File: src/rtl/accum_pkg.sv
package accum_pkg;

   localparam int OP_AND   = 0;
   localparam int OP_ADD   = 1;
   localparam int OP_LOAD  = 2;
   localparam int OP_INPUT = 3;
   localparam int OP_CPL   = 4;
   localparam int OP_ROTR  = 5;
   localparam int OP_ROTL  = 6;
   localparam int OP_INC   = 7;
   localparam int OP_CLR   = 8;
   localparam int OP_CLRE  = 9;
   localparam int OP_CPLE  = 10;
   localparam int NUM_OPS  = 11;

   // function applied by every bit slice
   typedef enum logic [2:0] {
      FN_HOLD, FN_AND, FN_ADD, FN_PASS, FN_INPUT, FN_CPL, FN_ROTR, FN_ROTL
   } slice_fn_t;

   // source of the next extension flag value
   typedef enum logic [2:0] {
      E_HOLD, E_CARRY, E_LSB, E_MSB, E_ZERO, E_FLIP
   } ext_src_t;

   typedef struct packed {
      slice_fn_t fn;
      logic      ld;
      logic      inr;
      logic      clr;
      ext_src_t  e_src;
   } acc_ctl_t;

endpackage

File: src/rtl/accum_bit_slice.sv
module accum_bit_slice
   import accum_pkg::*;
(
   input  slice_fn_t fn_i,
   input  logic      ac_b,
   input  logic      up_b,   // neighbour above (flag at the top)
   input  logic      dn_b,   // neighbour below (flag at the bottom)
   input  logic      dr_b,
   input  logic      inp_b,
   input  logic      cin,
   output logic      nxt_b,
   output logic      cout
);

   logic half;

   assign half = ac_b ^ dr_b;
   assign cout = (ac_b & dr_b) | (cin & half);

   always_comb begin
      case (fn_i)
         FN_AND:   nxt_b = ac_b & dr_b;
         FN_ADD:   nxt_b = half ^ cin;
         FN_PASS:  nxt_b = dr_b;
         FN_INPUT: nxt_b = inp_b;
         FN_CPL:   nxt_b = ~ac_b;
         FN_ROTR:  nxt_b = up_b;
         FN_ROTL:  nxt_b = dn_b;
         default:  nxt_b = ac_b;
      endcase
   end

endmodule

File: src/rtl/accum_logic_array.sv
module accum_logic_array
   import accum_pkg::*;
#(
   parameter int DATA_W = 16,
   parameter int IN_W   = 8
) (
   input  slice_fn_t         fn_i,
   input  logic [DATA_W-1:0] acc_i,
   input  logic              ext_i,
   input  logic [DATA_W-1:0] dr_i,
   input  logic [IN_W-1:0]   inp_i,
   output logic [DATA_W-1:0] nxt_o,
   output logic              carry_o
);

   localparam int MSB = DATA_W - 1;

   logic [DATA_W:0]   carry;
   logic [DATA_W-1:0] up_bits;
   logic [DATA_W-1:0] dn_bits;
   logic [DATA_W-1:0] inp_bits;

   assign carry[0] = 1'b0;
   assign carry_o  = carry[DATA_W];

   for (genvar i = 0; i < DATA_W; i++) begin : g_bit
      // neighbours for rotation: the flag closes the ring
      if (i == MSB) begin : g_top
         assign up_bits[i] = ext_i;
      end else begin : g_mid_up
         assign up_bits[i] = acc_i[i+1];
      end
      if (i == 0) begin : g_bot
         assign dn_bits[i] = ext_i;
      end else begin : g_mid_dn
         assign dn_bits[i] = acc_i[i-1];
      end
      // bits above the input width keep their value on an input transfer
      if (i < IN_W) begin : g_inp
         assign inp_bits[i] = inp_i[i];
      end else begin : g_keep
         assign inp_bits[i] = acc_i[i];
      end

      accum_bit_slice u_slice (
         .fn_i  (fn_i),
         .ac_b  (acc_i[i]),
         .up_b  (up_bits[i]),
         .dn_b  (dn_bits[i]),
         .dr_b  (dr_i[i]),
         .inp_b (inp_bits[i]),
         .cin   (carry[i]),
         .nxt_b (nxt_o[i]),
         .cout  (carry[i+1])
      );
   end

endmodule

File: src/rtl/accum_op_decode.sv
module accum_op_decode
   import accum_pkg::*;
(
   input  logic [NUM_OPS-1:0] op_i,
   output acc_ctl_t           ctl_o,
   output logic               multi_o
);

   // more than one bit set: clearing the lowest set bit leaves something
   assign multi_o = |(op_i & (op_i - NUM_OPS'(1)));

   always_comb begin
      ctl_o.fn    = FN_HOLD;
      ctl_o.ld    = 1'b0;
      ctl_o.inr   = 1'b0;
      ctl_o.clr   = 1'b0;
      ctl_o.e_src = E_HOLD;
      if (!multi_o) begin
         if (op_i[OP_AND]) begin
            ctl_o.fn = FN_AND;   ctl_o.ld = 1'b1;
         end
         if (op_i[OP_ADD]) begin
            ctl_o.fn = FN_ADD;   ctl_o.ld = 1'b1; ctl_o.e_src = E_CARRY;
         end
         if (op_i[OP_LOAD]) begin
            ctl_o.fn = FN_PASS;  ctl_o.ld = 1'b1;
         end
         if (op_i[OP_INPUT]) begin
            ctl_o.fn = FN_INPUT; ctl_o.ld = 1'b1;
         end
         if (op_i[OP_CPL]) begin
            ctl_o.fn = FN_CPL;   ctl_o.ld = 1'b1;
         end
         if (op_i[OP_ROTR]) begin
            ctl_o.fn = FN_ROTR;  ctl_o.ld = 1'b1; ctl_o.e_src = E_LSB;
         end
         if (op_i[OP_ROTL]) begin
            ctl_o.fn = FN_ROTL;  ctl_o.ld = 1'b1; ctl_o.e_src = E_MSB;
         end
         if (op_i[OP_INC])  ctl_o.inr   = 1'b1;
         if (op_i[OP_CLR])  ctl_o.clr   = 1'b1;
         if (op_i[OP_CLRE]) ctl_o.e_src = E_ZERO;
         if (op_i[OP_CPLE]) ctl_o.e_src = E_FLIP;
      end
   end

endmodule

File: src/rtl/accum_reg.sv
module accum_reg
   import accum_pkg::*;
#(
   parameter int DATA_W = 16
) (
   input  logic              clk,
   input  logic              rst_n,
   input  logic              ld_i,
   input  logic              inr_i,
   input  logic              clr_i,
   input  logic [DATA_W-1:0] d_i,
   input  ext_src_t          e_src_i,
   input  logic              carry_i,
   output logic [DATA_W-1:0] acc_q,
   output logic              ext_q
);

   localparam int MSB = DATA_W - 1;

   logic ext_nxt;

   always_ff @(posedge clk or negedge rst_n) begin
      if (!rst_n)     acc_q <= '0;
      else if (clr_i) acc_q <= '0;
      else if (inr_i) acc_q <= acc_q + DATA_W'(1);
      else if (ld_i)  acc_q <= d_i;
   end

   always_comb begin
      case (e_src_i)
         E_CARRY: ext_nxt = carry_i;
         E_LSB:   ext_nxt = acc_q[0];
         E_MSB:   ext_nxt = acc_q[MSB];
         E_ZERO:  ext_nxt = 1'b0;
         E_FLIP:  ext_nxt = ~ext_q;
         default: ext_nxt = ext_q;
      endcase
   end

   always_ff @(posedge clk or negedge rst_n) begin
      if (!rst_n) ext_q <= 1'b0;
      else        ext_q <= ext_nxt;
   end

endmodule

File: src/rtl/accum_datapath.sv
module accum_datapath
   import accum_pkg::*;
#(
   parameter int DATA_W = 16,
   parameter int IN_W   = 8
) (
   input  logic               clk,
   input  logic               rst_n,
   input  logic [NUM_OPS-1:0] op_i,
   input  logic [DATA_W-1:0]  dr_i,
   input  logic [IN_W-1:0]    inp_i,
   output logic [DATA_W-1:0]  acc_o,
   output logic               ext_o,
   output logic               zero_o,
   output logic               sign_o,
   output logic               multi_err_o
);

   if (DATA_W < 2) begin : g_bad_width
      $error("accum_datapath: DATA_W must be at least 2");
   end
   if (IN_W < 1 || IN_W > DATA_W) begin : g_bad_inp
      $error("accum_datapath: IN_W must lie in 1..DATA_W");
   end

   acc_ctl_t          ctl;
   logic [DATA_W-1:0] nxt;
   logic              carry;
   logic [DATA_W-1:0] acc_q;
   logic              ext_q;

   accum_op_decode u_dec (
      .op_i    (op_i),
      .ctl_o   (ctl),
      .multi_o (multi_err_o)
   );

   accum_logic_array #(.DATA_W(DATA_W), .IN_W(IN_W)) u_logic (
      .fn_i    (ctl.fn),
      .acc_i   (acc_q),
      .ext_i   (ext_q),
      .dr_i    (dr_i),
      .inp_i   (inp_i),
      .nxt_o   (nxt),
      .carry_o (carry)
   );

   accum_reg #(.DATA_W(DATA_W)) u_reg (
      .clk     (clk),
      .rst_n   (rst_n),
      .ld_i    (ctl.ld),
      .inr_i   (ctl.inr),
      .clr_i   (ctl.clr),
      .d_i     (nxt),
      .e_src_i (ctl.e_src),
      .carry_i (carry),
      .acc_q   (acc_q),
      .ext_q   (ext_q)
   );

   assign acc_o  = acc_q;
   assign ext_o  = ext_q;
   assign zero_o = ~|acc_q;
   assign sign_o = acc_q[DATA_W-1];

endmodule

File: config.mk
export PLATFORM = sky130hd
export DESIGN_NAME = accum_datapath
export DESIGN_NICKNAME = d
export VERILOG_FILES = /design/src/rtl/accum_pkg.sv /design/src/rtl/accum_bit_slice.sv /design/src/rtl/accum_logic_array.sv /design/src/rtl/accum_op_decode.sv /design/src/rtl/accum_reg.sv /design/src/rtl/accum_datapath.sv
export SDC_FILE = /design/constraint.sdc
export NUM_CORES = 1
export LEC_CHECK = 0
export BUFFER_PORTS_ARGS = -buffer_cell sky130_fd_sc_hd__buf_2
export CELL_PAD_IN_SITES_DETAIL_PLACEMENT = 1
export CELL_PAD_IN_SITES_GLOBAL_PLACEMENT = 1
export CORE_UTILIZATION = 25
export CTS_CLUSTER_SIZE = 20
export DETAILED_ROUTE_END_ITERATION = 7
export PLACE_DENSITY = 0.5
export SETUP_SLACK_MARGIN = 0.4
export SYNTH_ARGS = -nofsm -noshare
export SYNTH_HDL_FRONTEND = slang
export SYNTH_HIERARCHICAL = 1
export SYNTH_SLANG_ARGS = --single-unit
export TNS_END_PERCENT = 100
File: constraint.sdc
create_clock -name clk -period 20.1 [get_ports clk]
set_clock_uncertainty 0.15 [all_clocks]
set_input_delay 3.015 -clock clk [delete_from_list [all_inputs] [get_ports clk]]
set_output_delay 3.015 -clock clk [all_outputs]
set_load 0.1 [all_outputs]
==> flow_metrics.tcl <==
set metrics [dict create \
    yosysTopAreaCell "dfrtp_1" \
    relSlewSlack_pct 20.9 \
    rsz0062_at_grt "no" \
    start_util_pct 26.1 \
    ir_drop_mv 0.0183 \
    core_um2 12200 \
    portBuffers 56 \
    pwr-share-seq_pct 31.1 \
    max-cap-violations 0 \
    clk-insertion-delay-late_ns 0.25 \
    pwr-share-comb_pct 38.2 \
    worstReg2RegStart "u_reg/acc_q[0]" \
    clkPwrFrac_pct 30.6 \
    synth_area_leaders "dfrtp_1 (13%), mux2_1 (11%), mux4_2 (11%), fa_1 (10%), inv_1 (8.1%)" \
    drive_gt1_share_pct 22.5 \
    total_power_uw 134 \
    fillers 1519 \
    cellPowerDensity_nw_per_um2 35.7 \
    cts_buffers 3 \
    leakagePower_nw 1.62 \
    finalHoldViolCount 0 \
    row_count 40 \
    syn_nets 435 \
    synth_flop_cell "dfrtp_1" \
    wl_um 8520 \
    p_sw_uw 53.6 \
    ys_async_sr_fraction_pct 100 \
    gp_congestion 0.744 \
    dieWidth_um 115 \
    dp_hpwl_um 6270 \
    fin_area_um2 3760 \
    crit_fanout 2 \
    yosysUniqueCellTypes 55 \
    hold_path_class "reg -> reg" \
    die_h_um 115 \
    synth_top_area_share_pct 13.3 \
    end_kind "register" \
    path_class "in -> reg" \
    h-tree-depth 1 \
    swShare_pct 40.0 \
    grt_usage_pct 13.7 \
    arrival_ns 11.44 \
    status "complete, no violations" \
    synth-seq-cells 17 \
    drtPass1Iterations 4 \
    setup_viol 0 \
    syn_area_per_cell_um2 8.74 \
    hold_path_startpoint "u_reg/ext_q" \
    cts_tree "done" \
    drcViolationCount 0 \
    synth_most_common_cell "inv_1" \
    grt_pass1_vias 3007 \
    post-cts-setup-buffer-count 0 \
    critPathMaxStageDelay_ns 0.50 \
    vias 2844 \
    required_ns 20.07 \
    fmax_mhz 87.2 \
    wire_per_inst_um 14.4 \
    postRouteAntennaNets 0 \
    slew_violations 0 \
    cp_common_cell "inv_1" \
    root_buffer "clkbuf_16" \
    yosysWarnings 6 \
    syn-cell-area_um2 3190 \
    nets 493 \
    fin_setup_tns_ns 0 \
    post_dp_cell_area_um2 3680 \
    grt-ovfl-total 0 \
    worstMarginPinSlew_ns 1.18 \
    drt-initial-drc-count 103 \
    syn2layout_area_growth_pct 17.8 \
    synth_edf_count 0 \
    layout_min_cycle_time_ns 11.47 \
    clkSlewWorstSetupHoldPaths_ns 0.05 \
    p_int_uw 80.5 \
    ctsResizeCount 0 \
    slowest_stage "mux4_2" \
    critPathLaunch "dr_i[0]" \
    synth_common_cells "inv_1 (69), mux2_1 (32), nand2_1 (31), o21ai_0 (22)" \
    via_per_inst 4.82 \
    antenna_found_initial 0 \
    finalCritPeriodShare_pct 57.1 \
    num_antenna_cells 0 \
    synthCells 365 \
    cts_buffer_depth 2 \
    seq_area_frac_synth_pct 13.3 \
    start_kind "input port" \
    dieArea_um2 13200 \
    clock_sinks 17 \
    hold_buffers 0 \
    grt_pass1_wl_um 14700 \
    num_io_pins 57 \
    grt_max_degree 81 \
]
==> placed cells by master, fill, tap and decap left out, drive strengths merged, types with 3 or more instances in the layout <==
cell type,Yosys,final
ha,17,17
a211oi,4,4
mux4,16,16
a21oi,11,11
nor3b,3,3
nor2,20,20
nor3,16,16
o21ai,22,22
dfrtp,17,17
nand3,6,6
nand4,4,4
fa,16,16
buf,7,61
a221oi,3,3
mux2i,19,19
nor2b,4,4
nand2,31,31
clkbuf,1,3
mux2,32,32
a31oi,5,5
inv,69,69
a21o,3,3
o211ai,3,3
nor4,9,9
==> critical path: cells and delay by family <==
family,cells,cell delay (ns)
compound gates,2,0.33
fa+ha+maj,16,5.81
buf+inv,32,1.71
mux,2,0.56
==> stage by stage <==
step,util (%),setup WS (ns),instances,hold slack (ns)
floorplan,-,8.81,365,0.972
global placement,30.1,8.38,586,0.587
detailed placement,30.1,8.29,586,0.589
CTS,30.8,8.54,590,0.605
global route,30.8,8.01,590,0.630
finish,30.8,8.63,590,0.583
==> metal layers <==
layer / vias up / GRT usage, % / routed length [um]
met5: - / 0 / 0
met4: 0 / 2.60 / 81
met3: 7 / 0.685 / 125
met2: 37 / 23.8 / 4130
met1: 1390 / 18.8 / 4180
li1: 1410 / - / -
==> worst paths after layout <==
| path | endpoint | depth (start not counted) | slack (ns) |
|---|---|---|---|
| worst max register to register | u_reg/acc_q[15] | 51 | 10.76 |
| worst min-delay path | u_reg/ext_q | 2 | 0.58 |
| min in group asynchronous | u_reg/acc_q[12] | 1 | 2.55 |
| worst min register to register | u_reg/ext_q | 2 | 0.58 |
| worst max-delay path | u_reg/acc_q[15] | 52 | 8.63 |
| max in group asynchronous | u_reg/acc_q[4] | 1 | 16.96 |
==> registers in the layout, summed over array words and instances, names as in the netlist <==
register and flops:
u_reg/ext_q 1, u_reg/acc_q 16
==> cells by family after synthesis <==
| logic type | count (synthesis) | synth area share, % |
|---|---|---|
| simple gates | 103 | 17.5 |
| buf+inv | 77 | 10.1 |
| mux | 67 | 28.5 |
| compound gates | 66 | 13.5 |
| fa+ha+maj | 33 | 16.7 |
| flops | 17 | 13.3 |
| other cells | 1 | 0.118 |
| xor+xnor | 1 | 0.275 |
==> cell type report <==
| type | instances | area (um2) | area share [%] |
|---|---|---|---|
| clock buffer | 3 | 75.1 | 2.00 |
| clock inverter | 1 | 5.00 | 0.133 |
| inverter | 69 | 259 | 6.89 |
| multi-input combinational | 271 | 2460 | 65.6 |
| sequential | 17 | 425 | 11.3 |
| tap | 168 | 210 | 5.59 |
| timing repair buffer | 61 | 318 | 8.46 |
==> power by group through the flow <==
stage          clock network [mW]  logic, mW  registers (mW)
4_1_cts                    0.0428     0.0522          0.0421
3_3_place_gp                    0     0.0506          0.0426
2_1_floorplan                   0     0.0254          0.0542
6_report                   0.0411     0.0513          0.0418
5_1_grt                    0.0437     0.0573          0.0427
3_5_place_dp                    0     0.0519          0.0428
Power figures use the tool's default switching activity.
